File: src/rtl/brg_pkg.sv
package brg_pkg;

    localparam int ADDR_W_DEF = 32;
    localparam int BE_W_DEF   = 4;
    localparam int TAG_W_DEF  = 8;
    localparam int CMD_W      = 16;
    localparam int KIND_W     = 3;
    localparam int NUM_WIN    = 3;

    // Bit positions the bridge decodes in the command word
    localparam int CMD_IO_BIT  = 0;
    localparam int CMD_MEM_BIT = 1;
    localparam int CMD_BM_BIT  = 2;

    // Window index into the claim vector
    localparam int WIN_IO   = 0;
    localparam int WIN_MEM  = 1;
    localparam int WIN_PMEM = 2;

    // Legacy redirect target for blocked upstream traffic
    localparam logic [63:0] REDIRECT_ADDR = 64'h0000_0000_000C_0000;

    typedef enum logic [KIND_W-1:0] {
        RQ_MRD  = 3'd0,
        RQ_MWR  = 3'd1,
        RQ_IORD = 3'd2,
        RQ_IOWR = 3'd3,
        RQ_MSI  = 3'd4
    } rq_kind_e;

    typedef struct packed {
        logic bus_master;
        logic mem_space;
        logic io_space;
    } cmd_t;

    function automatic logic kind_is_read(input logic [KIND_W-1:0] k);
        return (k == RQ_MRD) || (k == RQ_IORD);
    endfunction

    function automatic logic kind_is_write(input logic [KIND_W-1:0] k);
        return (k == RQ_MWR) || (k == RQ_IOWR) || (k == RQ_MSI);
    endfunction

    function automatic logic kind_is_mem(input logic [KIND_W-1:0] k);
        return (k == RQ_MRD) || (k == RQ_MWR) || (k == RQ_MSI);
    endfunction

    function automatic logic kind_is_io(input logic [KIND_W-1:0] k);
        return (k == RQ_IORD) || (k == RQ_IOWR);
    endfunction

endpackage

File: src/rtl/brg_cmd_reg.sv
module brg_cmd_reg
    import brg_pkg::*;
(
    input  logic             clk,
    input  logic             rst,
    input  logic             we,
    input  logic [CMD_W-1:0] wdata,
    output logic [CMD_W-1:0] rdata,
    output cmd_t             cmd
);

    cmd_t cmd_q;

    always_ff @(posedge clk) begin
        if (rst) begin
            cmd_q <= '0;
        end else if (we) begin
            cmd_q.bus_master <= wdata[CMD_BM_BIT];
            cmd_q.mem_space  <= wdata[CMD_MEM_BIT];
            cmd_q.io_space   <= wdata[CMD_IO_BIT];
        end
    end

    // Upper bits, including the three tied-off features, are not stored
    logic unused_hi_bits;
    assign unused_hi_bits = ^wdata[CMD_W-1:CMD_BM_BIT+1];

    always_comb begin
        rdata              = '0;
        rdata[CMD_BM_BIT]  = cmd_q.bus_master;
        rdata[CMD_MEM_BIT] = cmd_q.mem_space;
        rdata[CMD_IO_BIT]  = cmd_q.io_space;
    end

    assign cmd = cmd_q;

endmodule

File: src/rtl/brg_us_gate.sv
module brg_us_gate
    import brg_pkg::*;
#(
    parameter int ADDR_W = ADDR_W_DEF,
    parameter int BE_W   = BE_W_DEF
) (
    input  logic              bus_master,
    input  logic              in_valid,
    output logic              in_ready,
    input  logic [KIND_W-1:0] in_kind,
    input  logic [ADDR_W-1:0] in_addr,
    input  logic [BE_W-1:0]   in_be,
    output logic              out_valid,
    input  logic              out_ready,
    output logic [KIND_W-1:0] out_kind,
    output logic [ADDR_W-1:0] out_addr,
    output logic [BE_W-1:0]   out_be,
    output logic              ur_flag
);

    localparam logic [ADDR_W-1:0] LEGACY = ADDR_W'(REDIRECT_ADDR);

    logic blocked;
    logic accepted;

    assign blocked   = !bus_master;
    assign accepted  = in_valid && out_ready;

    assign out_valid = in_valid;
    assign in_ready  = out_ready;
    assign out_kind  = in_kind;

    always_comb begin
        out_addr = in_addr;
        out_be   = in_be;
        if (blocked) begin
            out_addr = LEGACY;
            if (kind_is_write(in_kind)) begin
                out_be = '0;
            end
        end
    end

    assign ur_flag = accepted && blocked && kind_is_read(in_kind);

endmodule

File: src/rtl/brg_window.sv
module brg_window #(
    parameter int ADDR_W = 32
) (
    input  logic              enable,
    input  logic              kind_match,
    input  logic [ADDR_W-1:0] base,
    input  logic [ADDR_W-1:0] limit,
    input  logic [ADDR_W-1:0] addr,
    output logic              hit
);

    logic above_base;
    logic below_limit;

    assign above_base  = (addr >= base);
    assign below_limit = (addr <= limit);

    // An empty window (limit < base) can never satisfy both bounds
    assign hit = enable && kind_match && above_base && below_limit;

endmodule

File: src/rtl/bridge_req_gate.sv
module bridge_req_gate
    import brg_pkg::*;
#(
    parameter int ADDR_W = ADDR_W_DEF,
    parameter int BE_W   = BE_W_DEF,
    parameter int TAG_W  = TAG_W_DEF
) (
    input  logic              clk,
    input  logic              rst,
    input  logic              cfg_we,
    input  logic [CMD_W-1:0]  cfg_wdata,
    output logic [CMD_W-1:0]  cfg_rdata,
    input  logic [ADDR_W-1:0] mem_base,
    input  logic [ADDR_W-1:0] mem_limit,
    input  logic [ADDR_W-1:0] pmem_base,
    input  logic [ADDR_W-1:0] pmem_limit,
    input  logic [ADDR_W-1:0] io_base,
    input  logic [ADDR_W-1:0] io_limit,
    input  logic              us_valid,
    output logic              us_ready,
    input  logic [KIND_W-1:0] us_kind,
    input  logic [ADDR_W-1:0] us_addr,
    input  logic [BE_W-1:0]   us_be,
    output logic              uo_valid,
    input  logic              uo_ready,
    output logic [KIND_W-1:0] uo_kind,
    output logic [ADDR_W-1:0] uo_addr,
    output logic [BE_W-1:0]   uo_be,
    output logic              cpl_ur,
    input  logic              cpl_in_valid,
    output logic              cpl_in_ready,
    input  logic [TAG_W-1:0]  cpl_in_tag,
    output logic              cpl_out_valid,
    input  logic              cpl_out_ready,
    output logic [TAG_W-1:0]  cpl_out_tag,
    input  logic [KIND_W-1:0] ds_kind,
    input  logic [ADDR_W-1:0] ds_addr,
    output logic [NUM_WIN-1:0] ds_hit
);

    cmd_t cmd;

    brg_cmd_reg u_cmd (
        .clk   (clk),
        .rst   (rst),
        .we    (cfg_we),
        .wdata (cfg_wdata),
        .rdata (cfg_rdata),
        .cmd   (cmd)
    );

    brg_us_gate #(
        .ADDR_W (ADDR_W),
        .BE_W   (BE_W)
    ) u_gate (
        .bus_master (cmd.bus_master),
        .in_valid   (us_valid),
        .in_ready   (us_ready),
        .in_kind    (us_kind),
        .in_addr    (us_addr),
        .in_be      (us_be),
        .out_valid  (uo_valid),
        .out_ready  (uo_ready),
        .out_kind   (uo_kind),
        .out_addr   (uo_addr),
        .out_be     (uo_be),
        .ur_flag    (cpl_ur)
    );

    // Completions toward the secondary side ignore the command word
    assign cpl_out_valid = cpl_in_valid;
    assign cpl_in_ready  = cpl_out_ready;
    assign cpl_out_tag   = cpl_in_tag;

    // Window table, indexed by WIN_* constants
    logic [NUM_WIN-1:0][ADDR_W-1:0] win_base;
    logic [NUM_WIN-1:0][ADDR_W-1:0] win_limit;
    logic [NUM_WIN-1:0]             win_en;
    logic [NUM_WIN-1:0]             win_kind_ok;

    always_comb begin
        win_base[WIN_IO]     = io_base;
        win_limit[WIN_IO]    = io_limit;
        win_en[WIN_IO]       = cmd.io_space;
        win_kind_ok[WIN_IO]  = kind_is_io(ds_kind);
        win_base[WIN_MEM]    = mem_base;
        win_limit[WIN_MEM]   = mem_limit;
        win_en[WIN_MEM]      = cmd.mem_space;
        win_kind_ok[WIN_MEM] = kind_is_mem(ds_kind);
        win_base[WIN_PMEM]   = pmem_base;
        win_limit[WIN_PMEM]  = pmem_limit;
        win_en[WIN_PMEM]     = cmd.mem_space;
        win_kind_ok[WIN_PMEM]= kind_is_mem(ds_kind);
    end

    for (genvar w = 0; w < NUM_WIN; w++) begin : g_win
        brg_window #(
            .ADDR_W (ADDR_W)
        ) u_win (
            .enable     (win_en[w]),
            .kind_match (win_kind_ok[w]),
            .base       (win_base[w]),
            .limit      (win_limit[w]),
            .addr       (ds_addr),
            .hit        (ds_hit[w])
        );
    end

endmodule

File: config.mk
export PLATFORM = sky130hd
export DESIGN_NAME = bridge_req_gate
export DESIGN_NICKNAME = d
export VERILOG_FILES = /design/src/rtl/brg_pkg.sv /design/src/rtl/brg_cmd_reg.sv /design/src/rtl/brg_us_gate.sv /design/src/rtl/brg_window.sv /design/src/rtl/bridge_req_gate.sv
export SDC_FILE = /design/constraint.sdc
export NUM_CORES = 1
export LEC_CHECK = 0
export BUFFER_PORTS_ARGS = -buffer_cell sky130_fd_sc_hd__buf_4
export CORE_AREA = 2 2 145 147
export CTS_CLUSTER_SIZE = 28
export DETAILED_ROUTE_END_ITERATION = 8
export DIE_AREA = 0 0 147 149
export MAX_ROUTING_LAYER = met4
export PLACE_DENSITY = 0.55
export RECOVER_POWER = 100
export SETUP_SLACK_MARGIN = 0.4
export SKIP_LAST_GASP = 1
export SLEW_MARGIN = 25
export SYNTH_ARGS = -nofsm -noshare
export SYNTH_HDL_FRONTEND = slang
export SYNTH_HIERARCHICAL = 1
export SYNTH_SLANG_ARGS = --single-unit
File: constraint.sdc
create_clock -name clk -period 1.98 [get_ports clk]
set_input_delay 0.099 -clock clk [delete_from_list [all_inputs] [get_ports clk]]
set_output_delay 0.099 -clock clk [all_outputs]
set_load 0.01 [all_outputs]
==> run_results.csv <==
group,metric,value,unit
cts,clk_latency,0.22,ns
placed_design,port_buffers,321,
final_layout,num_antenna_cells,0,
grt,first_global_vias,6285,
yosys,synth_area_per_cell,7.34,um2
timing,finalMaxSlewViolations,0,
yosys,synth_top_family_by_area,"adder cells",
yosys,synth-simple-area-share,18.3,%
yosys,synthCells,743,
timing,postLayoutSetupSlackWorst,-0.129,ns
timing,tightest_slew,0.704,ns
setup_path,worst_ep_required_time,1.88,ns
yosys,synth_edf_count,0,
setup_path,worstPathMaxFanout,2,
detailed_routing,met1_length,9630,um
timing,rsz0062_at_grt,"yes",
min_path,hp-start,"rst",
detailed_routing,met2_length,10300,um
timing,hold_slack,0.0562,ns
yosys,synth_fa_ha_area_share,44.0,%
cts,cts_buffers,3,
run_status,failed_checks,"setup timing",
timing,max_freq,474,MHz
grt,grt_pass1_wl,32300,um
yosys,synth-seq-area-share,1.10,%
grt,grtUsageTotal,19.0,%
final_layout,layout-drive-gt1-share,40.9,%
grt,grt_max_degree,33,
floorplanning,pin_count,368,
cts,root_buffer,"clkbuf_16",
final_layout,largest_reg_flops,3,
cts,clk_path_buf_depth,2,
power_and_ir_drop,power_density,234,nW/um2
setup_path,crit_path_start_kind,"primary input",
floorplanning,start_util,26.5,%
detailed_routing,drtIter0Drc,127,
floorplanning,die_area,21900,um2
timing,relSlewSlack,52.4,%
final_layout,nets,1609,
final_layout,finalInstanceArea,8960,um2
detailed_routing,dr_total_vias,6181,
cts,h-tree-depth,1,
timing,setup_viol,3,
detailed_routing,finalWirelength,21200,um
yosys,synthMuxAreaShare,0.550,%
placed_design,dp.cells,1390,
detailed_routing,wl_met3,1050,um
run,maxCapViolCount,0,
yosys,synth_area,5460,um2
final_layout,syn_to_final_growth,64.3,%
setup_path,reg2reg_from,"u_cmd/cmd[2]",
cts,cts_setup_buffers,0,
power_and_ir_drop,leakage,5.14,nW
grt,antenna_found_initial,0,
yosys,synth_compound_area_share,18.4,%
detailed_routing,top_signal_layer_used,"met4",
timing,finalClockSkew,0,ns
yosys,async_flop_share,0,%
setup_path,cp_data_arrival_time,2.01,ns
timing,timing.final.hold_violations,0,
yosys,yosys.cell_types.count,36,
final_layout,finalNonFillerCells,1394,
power_and_ir_drop,ir_drop,0.262,mV
min_path,hold_class,"in2reg",
yosys,synth-main-ff-cell,"dfxtp_1",
timing,tns,-0.369,ns
detailed_routing,routed_via_density,4.43,
placed_design,placed_area,8910,um2
floorplanning,die_y,149,um
timing,min_period,2.11,ns
timing,fin_crit_sh,106,%
yosys,ys.warnings.count,6,
placed_design,gp_congestion,0.853,
setup_path,startpoint,"pmem_limit[10]",
cts,cts_sinks,3,
placed_design,dp_hpwl,19600,um
setup_path,crit_type,"in2out",
floorplanning,std_cell_rows,53,
cts,cts_tree,"yes",
grt,grt_overflow,0,
detailed_routing,wl_per_cell,15.2,um
detailed_routing,drc,0,
run_status,status,"complete, but fails checks",
yosys,synth_seq_cells,3,
detailed_routing,firstDrtPassIters,4,
yosys,synthXorXnorAreaFrac,0,%
placed_design,dp_slack,-0.263,ns
cts,clkTransAtPathRegs,0.03,ns
detailed_routing,drtAntennaViolNets,0,
floorplanning,core,20600,um2
floorplanning,die_w,147,um
setup_path,end_kind,"output port",
-- Yosys cell counts (2+ instances only) --
master | count | area [um2]
nand2b_1 | 3 | 18.8
dfxtp_1 | 3 | 60.1
a211oi_1 | 6 | 45.0
o221ai_1 | 3 | 26.3
a221o_1 | 3 | 30.0
a31oi_1 | 3 | 18.8
a22oi_1 | 3 | 22.5
nand3_1 | 18 | 90.1
nor4_1 | 7 | 43.8
clkbuf_2 | 3 | 15.0
a21o_1 | 36 | 270
a211o_1 | 6 | 52.6
a21oi_1 | 58 | 290
or2b_1 | 2 | 15.0
o21a_1 | 3 | 22.5
a2111oi_0 | 3 | 26.3
nor3b_1 | 4 | 30.0
nor2_1 | 18 | 67.6
inv_1 | 189 | 709
or4_1 | 9 | 67.6
a21boi_0 | 6 | 45.0
o2bb2ai_1 | 3 | 26.3
and2_2 | 30 | 225
ha_1 | 192 | 2400
nor4b_1 | 3 | 26.3
buf_4 | 31 | 233
o21ai_0 | 21 | 105
mux2i_1 | 3 | 30.0
o211ai_1 | 3 | 22.5
nand4_1 | 33 | 206
nor2b_1 | 4 | 25.0
and4_1 | 6 | 52.6
nand2_1 | 25 | 93.8
-- cells in the final DEF (no fill, tap or decap), types with 4 or more instances in the layout --
cell type	instances
nand3_1	18
nor2_1	18
a211o_1	6
nor2b_1	4
or4_4	8
inv_2	13
buf_4	346
nand4_1	33
a211oi_1	5
and2_2	29
ha_1	166
conb_1	13
nand2_1	22
clkbuf_1	44
a21o_1	36
buf_6	4
nor4_1	5
a21oi_1	58
a21boi_0	6
o21ai_0	18
nor3b_1	4
inv_1	167
ha_4	26
-- kinds of logic (layout without fill, tap and decap cells) --
logic type	count (synthesis)	after routing
buf+inv	223	587
simple gates	164	164
other cells	1	13
flops	3	3
mux	3	3
fa+ha+maj	192	192
compound gates	157	157
-- metrics by stage --
stage,power (mW),util (%)
after floorplan,0.893,-
after global placement,1.77,43.4
after detailed placement,1.79,43.4
after CTS,2.15,44.2
after global routing,2.34,43.6
final,2.10,43.6
-- final timing paths --
kind         cells past startpoint      endpoint  slack [ns]
max                              8     ds_hit[2]       -0.13
min                              2  u_cmd/cmd[1]        0.06
max reg2reg                      2  u_cmd/cmd[2]        1.20
min reg2reg                      2  u_cmd/cmd[0]        0.54
-- layout make-up --
| cell class | count | area [um2] |
|---|---|---|
| timing repair buffer | 394 | 2810 |
| fill | 2152 | 11600 |
| multi-input combinational | 529 | 4920 |
| tap | 275 | 344 |
| sequential | 3 | 60.1 |
| clock buffer | 4 | 78.8 |
| inverter | 189 | 754 |
-- repair_timing --
item	CTS	global route
resized for setup	23	14
hold buffers	0	0
setup endpoints to repair	3	6
pin swaps	6	7
-- worst max-delay path, cell delays in order --
cell	delay (ns)
buf_4	0.11
inv_8	0.03
ha_4	0.25
nand4_1	0.15
or4_4	0.53
or4_4	0.53
a22oi_2	0.16
buf_4	0.15
-- layer usage --
metal / global-route usage (%) / vias up
met1: 24.6 / 2689
met3: 1.96 / 16
li1: - / 3298
met4: 2.07 / 0
met2: 33.1 / 178
met5: - / -
-- power breakdown --
| part | switching (mW) | total [mW] | leakage [nW] | internal, mW |
|---|---|---|---|---|
| registers | 0.00423 | 0.0688 | 0.0248 | 0.0646 |
| logic | 0.778 | 1.71 | 5.08 | 0.931 |
| clock network | 0.0531 | 0.319 | 0.0382 | 0.266 |
Power figures use the tool's default switching activity.
